File: src/rtl/dual_bank_intc.sv
module dual_bank_intc #(
  parameter int NLINES = 32,
  parameter int ADDR_W = 8
) (
  input  logic              clk,
  input  logic              rst_n,
  input  logic [NLINES-1:0] lines_in,
  input  logic              wr_en,
  input  logic [ADDR_W-1:0] addr,
  input  logic [NLINES-1:0] wdata,
  output logic [NLINES-1:0] rdata,
  output logic              irq_out,
  output logic              fiq_out
);
  localparam int NBANK = 2;
  localparam logic [4:0] OFF_SRC  = 5'h00;
  localparam logic [4:0] OFF_MASK = 5'h04;
  localparam logic [4:0] OFF_CLR  = 5'h08;
  localparam logic [4:0] OFF_MODE = 5'h0C;
  localparam logic [4:0] OFF_POL  = 5'h10;
  localparam logic [4:0] OFF_STAT = 5'h14;

  logic [NLINES-1:0] sync1, sync2, sync3;
  logic [NLINES-1:0] mask_r [NBANK];
  logic [NLINES-1:0] mode_r [NBANK];
  logic [NLINES-1:0] pol_r  [NBANK];
  logic [NLINES-1:0] lat_r  [NBANK];
  logic [NLINES-1:0] adj    [NBANK];
  logic [NLINES-1:0] edge_hit [NBANK];
  logic [NLINES-1:0] clr_w  [NBANK];
  logic [NLINES-1:0] stat   [NBANK];
  logic              out_r  [NBANK];

  wire in_map = (addr[ADDR_W-1:6] == '0);
  wire [4:0] off = addr[4:0];

  always_ff @(posedge clk or negedge rst_n)
    if (!rst_n) begin
      sync1 <= '0;
      sync2 <= '0;
      sync3 <= '0;
    end else begin
      sync1 <= lines_in;
      sync2 <= sync1;
      sync3 <= sync2;
    end

  for (genvar b = 0; b < NBANK; b++) begin : g_bank
    logic wsel;
    assign wsel        = wr_en && in_map && (addr[5] == 1'(b));
    assign adj[b]      = sync2 ^ pol_r[b];
    assign edge_hit[b] = adj[b] & ~(sync3 ^ pol_r[b]);
    assign clr_w[b]    = (wsel && off == OFF_CLR) ? wdata : '0;
    assign stat[b]     = ((mode_r[b] & lat_r[b]) | (~mode_r[b] & adj[b])) & mask_r[b];

    always_ff @(posedge clk or negedge rst_n)
      if (!rst_n) begin
        mask_r[b] <= '0;
        mode_r[b] <= '0;
        pol_r[b]  <= '0;
        lat_r[b]  <= '0;
        out_r[b]  <= 1'b0;
      end else begin
        if (wsel && off == OFF_MASK) mask_r[b] <= wdata;
        if (wsel && off == OFF_MODE) mode_r[b] <= wdata;
        if (wsel && off == OFF_POL)  pol_r[b]  <= wdata;
        lat_r[b] <= ((lat_r[b] & ~clr_w[b]) | edge_hit[b]) & mode_r[b];
        out_r[b] <= |stat[b];
      end
  end

  always_comb begin
    rdata = '0;
    if (in_map)
      case (off)
        OFF_SRC:  rdata = adj[addr[5]];
        OFF_MASK: rdata = mask_r[addr[5]];
        OFF_MODE: rdata = mode_r[addr[5]];
        OFF_POL:  rdata = pol_r[addr[5]];
        OFF_STAT: rdata = stat[addr[5]];
        default:  rdata = '0;
      endcase
  end

  assign irq_out = out_r[0];
  assign fiq_out = out_r[1];
endmodule

File: config.mk
export PLATFORM = sky130hd
export DESIGN_NAME = dual_bank_intc
export DESIGN_NICKNAME = d
export VERILOG_FILES = /design/src/rtl/dual_bank_intc.sv
export SDC_FILE = /design/constraint.sdc
export NUM_CORES = 1
export LEC_CHECK = 0
export ABC_AREA = 0
export BUFFER_PORTS_ARGS = -buffer_cell sky130_fd_sc_hd__buf_4
export CORE_AREA = 2 2 213 152
export DETAILED_ROUTE_END_ITERATION = 7
export DIE_AREA = 0 0 215 154
export GPL_TIMING_DRIVEN = 0
export PLACE_DENSITY = 0.83
export SLEW_MARGIN = 15
export SYNTH_ARGS = -nofsm -noshare
export SYNTH_HDL_FRONTEND = slang
export SYNTH_SLANG_ARGS = --single-unit
File: constraint.sdc
create_clock -name clk -period 2 [get_ports clk]
set_input_delay 0.3 -clock clk [delete_from_list [all_inputs] [get_ports clk]]
set_output_delay 0.3 -clock clk [all_outputs]
set_load 0.01 [all_outputs]
# ---- Word level (Yosys, flattened, before mapping)
# Cells that the tools add are included.
dict set report classes {
  order_cmp 1
  mux 19
  n_eq_ne 5
  reduce_logical 15
  bitwise_logic 28
}
# op count
set ops {}
lappend ops {{2-to-1 mux 32 bit} 18}
lappend ops {{bitwise AND 32 bit} 12}
lappend ops {{inverter 32 bit} 6}
lappend ops {{one-hot mux 32 bit (5 select lines)} 1}
lappend ops {{OR 32 bit} 4}
lappend ops {{XOR 32 bit} 4}
lappend ops {{OR reduction 32 bit} 2}
lappend ops {{logical AND 1 bit} 11}
lappend ops {{== test 5 x 4 -> 1 bit (second input constant)} 2}
lappend ops {{== test 5 bit (second input constant)} 2}
lappend ops {{== test 5 x 3 -> 1 bit (second input constant)} 1}
lappend ops {{logical NOT 5 bit} 1}
lappend ops {{greater-or-equal comparator 2 bit (second input constant)} 1}
lappend ops {{logical NOT 2 bit} 1}
lappend ops {{inverter 1 -> 2 bit} 1}
lappend ops {{inverter 1 bit} 1}
dict set report totals {
  in_bits 75
  regBits 354
  word_cells 81
  output_inout_bits 34
}

# ---- Depth between registers and ports, before layout
# Gate-level depths: netlist of run 1.
dict set report depth {
  ltp_word 9
  depth_mapped 8
  ltp_nobuf 5
}

# ---- Worst setup path before layout of run 1
# Ideal clock, no wire load.
dict set report synth_path {
  kind {input to output}
  from {in addr[5]}
  to {out rdata[21]}
  cell_stages 8
  setup_slack_ns 0.113
  required_time_ns 1.700
  path_buffers 3
  arrival_ns 1.587
  path_cell_list {buf_2 buf_4 buf_4 mux2i_1 xnor2_1 o22ai_1 a211oi_1 nor2_1}
}
dict set report synth_via {
  elab_chain_cells 6
  word_cells_on_any_way 18
  cone_classes {mux (17); bitwise (1)}
}
# item line_no
set synth_rtl {}
lappend synth_rtl {{from (decl)} 9} ;# input logic [ADDR_W-1:0] addr,
lappend synth_rtl {{inverter 1 -> 2 bit (not written as such) (*)} n/a}
lappend synth_rtl {{2-to-1 mux 32 bit (on tied branches) (3 in a row)} n/a}
lappend synth_rtl {{one-hot mux 32 bit (5 select lines) (*)} 75} ;# case (off)
lappend synth_rtl {{2-to-1 mux 32 bit (*)} 74} ;# if (in_map)
lappend synth_rtl {{to (decl)} 11} ;# output logic [NLINES-1:0] rdata,
# Every way passes the cells marked *; elsewhere a longest branch is shown, timed or not. The select of a mux whose other input is x is not followed.

# ---- Worst setup path in the final report of run 1
dict set report layout_path {
  from {reg pol_r[0] (netlist name)}
  to {out rdata[0]}
}
dict set report layout_via {
  elab_chain_cells 9
  word_cells_on_any_way 15
  cone_classes {mux (11); bitwise (4)}
}
# item line_no
set layout_rtl {}
lappend layout_rtl {{from (decl)} 26} ;# logic [NLINES-1:0] pol_r [NBANK];
lappend layout_rtl {{from (signal, indexed assignment)} 66} ;# if (wsel && off == OFF_POL) pol_r[b] <= wdata;
lappend layout_rtl {{XOR 32 bit} 51} ;# assign adj[b] = sync2 ^ pol_r[b];
lappend layout_rtl {{bitwise AND 32 bit} 54} ;# assign stat[b] = ((mode_r[b] & lat_r[b]) | (~mode_r[b] & adj[b])) & mask_r[b];
lappend layout_rtl {{OR 32 bit} 54}
lappend layout_rtl {{bitwise AND 32 bit} 54}
lappend layout_rtl {{2-to-1 mux 32 bit (not written as such) (3 in a row)} 80} ;# OFF_STAT: rdata = stat[addr[5]];
lappend layout_rtl {{one-hot mux 32 bit (5 select lines) (*)} 75}
lappend layout_rtl {{2-to-1 mux 32 bit (*)} 74}
# Marks and branches as above.

==> results of run 1 <==
## power by group through the flow
stage	Clock (mW)	Sequential, mW	Combinational, mW
5_1_grt	7.00	7.94	2.05
4_1_cts	6.67	7.86	1.76
3_3_place_gp	0	7.94	1.31
3_5_place_dp	0	7.96	1.39
6_report	6.60	7.90	1.92
2_1_floorplan	0	7.86	0.787
## registers in the layout (all words and copies together) (netlist names)
| register | cells |
|---|---|
| fiq_out | 1 |
| pol_r | 64 |
| mode_r | 64 |
| lat_r | 64 |
| irq_out | 1 |
| sync1 | 32 |
| mask_r | 64 |
| sync2 | 32 |
| sync3 | 32 |
## logic make-up (layout without fill, tap and decap cells)
| group | count (synthesis) | after routing |
|---|---|---|
| flops | 354 | 354 |
| simple gates | 457 | 457 |
| xor+xnor | 66 | 66 |
| buf+inv | 60 | 426 |
| mux | 320 | 320 |
| compound gates | 225 | 225 |
## cell type report
type | instances | share of cell area
clock buffer | 52 | 0.0457
buffer | 59 | 0.0173
multi-input combinational | 1068 | 0.408
sequential | 354 | 0.391
clock inverter | 10 | 0.00395
timing repair buffer | 305 | 0.110
tap | 420 | 0.0230
## metal layers
layer  up-vias  routed length [µm]  share of wire
li1       6106                   -              -
met4         2                1970          0.037
met3       199                5530           0.10
met2       851               25100           0.47
met1      7229               21100           0.39
met5         -                  13        0.00024
## worst min-delay path by stage
stage / from / endpoint / slack [ns] / cells past startpoint
floorplan: rst_n / fiq_out / 0.004 / 0
global placement: sync1[13] / sync2[13] / 0.33 / 0
detailed placement: sync1[7] / sync2[7] / 0.34 / 0
CTS: wdata[17] / mask_r[49] / 0.02 / 2
global route: wdata[12] / mask_r[44] / 0.05 / 2
finish: wdata[13] / mask_r[45] / 0.04 / 2
## timing repair
item | in CTS | in global routing
setup buffers | 130 | 52
hold endpoints to repair | 131 | 0
gates resized for setup | 234 | 95
endpoints found under the setup margin | 34 | 34
pin swaps | 102 | 93
hold buffers | 33 | 0
## synth_stat cells, drive strengths merged (2+ instances only)
cell,n
clkbuf,18
dfrtp,354
nand3,3
nand4,16
mux2,192
xor2,34
o31a,30
nor4,5
a211oi,32
nor3,2
o22ai,34
xnor2,32
nor2,126
nand2,72
o211ai,34
a21oi,2
and3b,2
o311ai,30
buf,42
nor3b,32
a21boi,30
mux2i,128
nand2b,98
nor4b,2
a222oi,30
a221oi,2
nor2b,95
==> results by group, run 1 <==
Routing
  • DRT Pass-1 Iters: 6
  • Drt wl/cell: about 24 µm
  • Final wirelength: 53,800 µm
  • # DRC: 0
  • Vias/cell: 6.34
  • Via count: 14,400
  • 1st-iter DRT viols: 1,729
  • Remaining antenna violation count: 0

GRT
  • GR peak layer: met2
  • First-pass GRT wire length: 80,100 µm
  • Met1 Usage GRT: 0.417
  • Initial antenna violation count: 2
  • Vias in the first global route: about 14,000
  • Grt total ovfl: 0
  • Largest net degree at the start of global routing: 102
  • GR Util All Layers: 0.310
  • Grt met3 use: 0.0726
  • Global-route met2 utilization: 0.488

Synth
  • Syn_nets: between 1,500 and 2,000
  • EDFF count, synth: 0
  • Adder-Cell Fraction of Synth Area: 0
  • Netlist Area Pre-Place: 0.0175 mm²
  • Post-Syn Instances: 1,482
  • Share of the synthesized area in the top cell type: 0.507
  • Asr flop ratio synth: 1.00
  • Ys Warns: 0
  • Synth Register Bits: approximately 350
  • Mux share of post-synthesis cell area: 0.197
  • Post-synthesis simple-gate area fraction: 0.141
  • Post-Synth XOR/XNOR Area: 0.0331
  • Register area share after synthesis: 0.507
  • Dominant synthesized flop cell: dfrtp_1
  • Average size of a mapped cell: about 12 µm²
  • Netlist cell types: 37
  • Yosys top cell by area: dfrtp_1
  • Largest family of logic cells by synthesized area: multiplexers
  • Synth Area in Compound Gates: 0.103
  • Top cells by area, synth: dfrtp_1, mux2_2, mux2i_1

Floorplan
  • Ports: 109
  • Die footprint: ~0.033 mm²
  • Row cnt: 54
  • Core Region: 0.0309 mm²
  • Initial Util: 0.565
  • Die Wd: 215 µm
  • Die Y: 154 µm

Place
  • DP Area: 0.0189 mm²
  • Setup slack at placement: -0.718 ns
  • RD Place Congestion: slightly below 0.9
  • Detailed Place HPWL: 30,200 µm
  • Placed insts: 2,012
  • IO Port Bufs: 106

Pwr
  • PwrDens: 719 mW/mm²
  • Switching share of power: 0.256
  • Peak supply drop: 0.572 mV
  • Combinational power share: 0.117
  • Clock Power Share: 0.402
  • Lkg Pwr: approximately 10 nW
  • Sequential share of power: 0.481
  • Psw: 4.20 mW
  • Tot Pwr: 16.4 mW
  • Pint: about 12 mW

Flow run
  • Max Cap Violations: 0

Finish
  • Multi-input combinational cell area: around 0.0093 mm²
  • Commonest non-fill, non-tap cell in the layout: dfrtp_1
  • # diodes: 0
  • Fill cell count: 1,874
  • Register Area: 0.00893 mm²
  • Post-layout instance area: between 0.02 and 0.025 mm²
  • Post-layout util: 0.738
  • Layout cell share with drive strength beyond 1: 0.404
  • Final Non-Filler Cells: 2,268
  • Final layout net count: around 1,900
  • Area grow syn2layout: 30.7%
  • Most frequent cells in the layout: dfrtp_1, buf_4, mux2_2, mux2i_1, nor2_1

STA
  • Final Skew: ~0.018 ns
  • Max-slew headroom: 0.585
  • Final WS setup: -0.516 ns
  • Final Hold Viols: 0
  • RSZ-0062 raised after global routing: true
  • Slew Viols, Final: 0
  • Period utilization: 1.26
  • Min Tclk post-route: 2.52 ns
  • Slew @ Worst Pin: about 0.62 ns
  • Setup-failing EPs final: 34
  • Max Fclk: between 300 and 400 MHz
  • Hold_ws: 0.0398 ns
  • Post-route setup TNS: -11.91 ns

Critical path
  • CP startpoint: pol_r[0]
  • Levels on crit path: 6
  • R2R depth: 6
  • Top delay family on crit path: compound AO/OA/AOI/OAI gates
  • Slowest stage delay, CP: 0.47 ns
  • Worst path cell trace: nor2b_1 -> o311ai_4 -> mux2i_1 -> a211oi_2 -> nor2_1 -> buf_4
  • Max stage delay cell, worst path: dfrtp_1
  • CP Launch Type: flop
  • Worst Setup End Kind: output pin
  • Crit Path Class: reg2out
  • Crit path DAT: 2.22 ns
  • RR Endpoint: irq_out
  • CP bufs+invs: 1
  • CP max FO: 5
  • CP endpoint: rdata[0]
  • Reg2reg start: sync2[14]
  • Worst EP required: 1.70 ns
  • R2R setup slack: -0.06 ns

Status
  • Status: finished with violations
  • Failing checks: negative setup slack

Clock tree
  • TritonCTS Buffers: 36
  • Clock root cell: clkbuf_16
  • CTS tree: yes
  • Worst-Skew Late Latency: 0.55 ns
  • H-tree depth: 2
  • Clock Sinks: roughly 350
  • Clock buffer depth: 3
  • Clk slew on worst S/H paths: about 0.06 ns

Min path
  • Hold WC Path Type: in2reg
Power figures use the tool's default switching activity.
==> inputs of run 2 (changes only) <==
==> constraint.sdc (replaced) <==
create_clock -name clk -period 2.64 [get_ports clk]
set_input_delay 0.396 -clock clk [delete_from_list [all_inputs] [get_ports clk]]
set_output_delay 0.396 -clock clk [all_outputs]
set_load 0.01 [all_outputs]
==> run 2 against run 1 <==
Effect of this change: the flow still finishes with violations (negative setup slack); routed wire length decreased by 12%; die area unchanged; via count shrank 7.8%; largest cell class is now sequential cells; register-to-register slack better by 0.48 ns; critical path depth up 2; combinational power fell by 40%; largest power group unchanged; flip-flop and latch count stayed put; clock skew about the same.
==> results by group, run 2 (same netlist as run 1, synthesis figures left out) <==
Pwr
  • Peak supply drop: 0.447 mV
  • PwrDens: between 500 and 600 mW/mm²
  • Tot Pwr: between 10 and 15 mW
  • Lkg Pwr: 9.39 nW

Routing
  • Via count: 13,300
  • DRT Pass-1 Iters: 6
  • Drt wl/cell: 22.4 µm
  • 1st-iter DRT viols: about 1,500
  • Final wirelength: 47,600 µm
  • # DRC: 0
  • Vias/cell: approximately 6.2
  • Remaining antenna violation count: 0

Clock tree
  • Clock buffer depth: 3
  • Clock root cell: clkbuf_16
  • CTS tree: yes
  • Clock Sinks: 354
  • Clk slew on worst S/H paths: around 0.06 ns
  • TritonCTS Buffers: 36
  • H-tree depth: 2
  • Worst-Skew Late Latency: 0.55 ns

STA
  • Final Hold Viols: 0
  • Slew @ Worst Pin: 0.685 ns
  • Final Skew: 0.0183 ns
  • Setup-failing EPs final: 1
  • Slew Viols, Final: 0
  • Min Tclk post-route: 2.72 ns
  • Final WS setup: -0.0844 ns
  • Max Fclk: 367 MHz
  • Max-slew headroom: 0.543
  • RSZ-0062 raised after global routing: true
  • Period utilization: 1.03

Place
  • IO Port Bufs: 106
  • Placed insts: ~2,000
  • RD Place Congestion: 0.866
  • Detailed Place HPWL: 30,200 µm

Finish
  • Most frequent cells in the layout: dfrtp_1, mux2_2, buf_4, mux2i_1, nor2_1
  • Final Non-Filler Cells: 2,123
  • Commonest non-fill, non-tap cell in the layout: dfrtp_1
  • Area grow syn2layout: 19.2%
  • # diodes: 0
  • Final layout net count: approximately 1,800
  • Layout cell share with drive strength beyond 1: 0.278
  • Post-layout util: 0.673

Critical path
  • Worst path cell trace: buf_2 -> nor4b_4 -> nand2_1 -> clkbuf_2 -> o22ai_1 -> a211oi_1 -> nor2_1 -> buf_4
  • Crit Path Class: in2out
  • Slowest stage delay, CP: 0.36 ns
  • CP Launch Type: input port
  • Worst EP required: about 2.2 ns
  • Worst Setup End Kind: output pin
  • R2R setup slack: 0.42 ns
  • Reg2reg start: sync2[14]
  • RR Endpoint: irq_out
  • Max stage delay cell, worst path: nor4b_4
  • R2R depth: 5
  • CP max FO: 10
  • Crit path DAT: 2.33 ns

Floorplan
  • Initial Util: 0.565
  • Die Wd: 215 µm
  • Die Y: 154 µm
  • Row cnt: 54
  • Core Region: 0.0309 mm²
  • Ports: 109
  • Die footprint: 0.0331 mm²

Status
  • Failing checks: negative setup slack
  • Status: finished with violations

Min path
  • Hold depth: 2
  • Hold EP: mask_r[48]
  • Hold WC Path Type: in2reg
  • Hold Crit Start: wdata[16]

Flow run
  • Max Cap Violations: 0

GRT
  • Vias in the first global route: 13,100
  • GR Util All Layers: 0.283
  • Grt total ovfl: 0
  • First-pass GRT wire length: 73,300 µm
  • Largest net degree at the start of global routing: roughly 100
  • Initial antenna violation count: 1
-- run 2: metrics by stage --
step / setup slack (ns) / hold slack (ns) / TNS (ns) / instance area (µm²)
after global placement: -2.17 / 0.332 / -753.56 / 18800
after CTS: -0.0940 / 0.113 / -0.0963 / 20500
final: -0.0844 / 0.134 / -0.0844 / 20800
after detailed placement: -0.270 / 0.336 / -2.89 / 18900
after floorplan: 0.561 / 0.100 / 0 / 17500
after global routing: -0.0481 / 0.144 / -0.166 / 20800
-- run 2: worst max-delay path by stage --
stage | start | end | slack [ns] | depth (start not counted)
final | addr[4] | rdata[23] | -0.08 | 8
after global routing | sync2[31] | rdata[31] | -0.05 | 6
after CTS | sync2[23] | rdata[23] | -0.09 | 6
after detailed placement | addr[1] | rdata[23] | -0.27 | 8
after global placement | rst_n | sync1[16] | -2.17 | 1
after floorplan | addr[5] | rdata[21] | 0.56 | 8
-- run 2: report_power, final --
| group | switching, mW | total [mW] | internal, mW |
|---|---|---|---|
| sequential | 0.287 | 5.96 | 5.67 |
| combinational | 0.596 | 1.15 | 0.552 |
| clock | 2.14 | 4.99 | 2.85 |
| total | 3.03 | 12.1 | 9.07 |
-- run 2: critical path, delay by kind of cell --
family          cells  cell delay [ns]
compound gates      2             0.33
buf+inv             3             0.72
simple gates        3             0.87
-- run 2: final cells by class --
| cell class | instances | area, µm² |
|---|---|---|
| Clock inverter | 10 | 90.1 |
| Buffer | 60 | 373 |
| Clock buffer | 52 | 1040 |
| Tap cell | 420 | 526 |
| Multi-Input combinational cell | 1068 | 8550 |
| Fill cell | 2281 | 10100 |
| Timing Repair Buffer | 159 | 1360 |
| Sequential cell | 354 | 8880 |
-- run 2: per-layer routing --
metal | share of wire | track usage | wire, µm
met1 | 0.43 | 0.408 | 20500
met2 | 0.45 | 0.433 | 21500
met3 | 0.090 | 0.0540 | 4300
met4 | 0.027 | 0.0972 | 1270
met5 | 0.00027 | 0 | 13
-- run 2: what timing repair did --
action                     CTS  global route
cloned                       0             0
hold buffers                33             0
setup buffers                1            15
resized for setup           61            50
pin swaps                    1            16
hold endpoints to repair   131             0
setup endpoints to repair   32            31
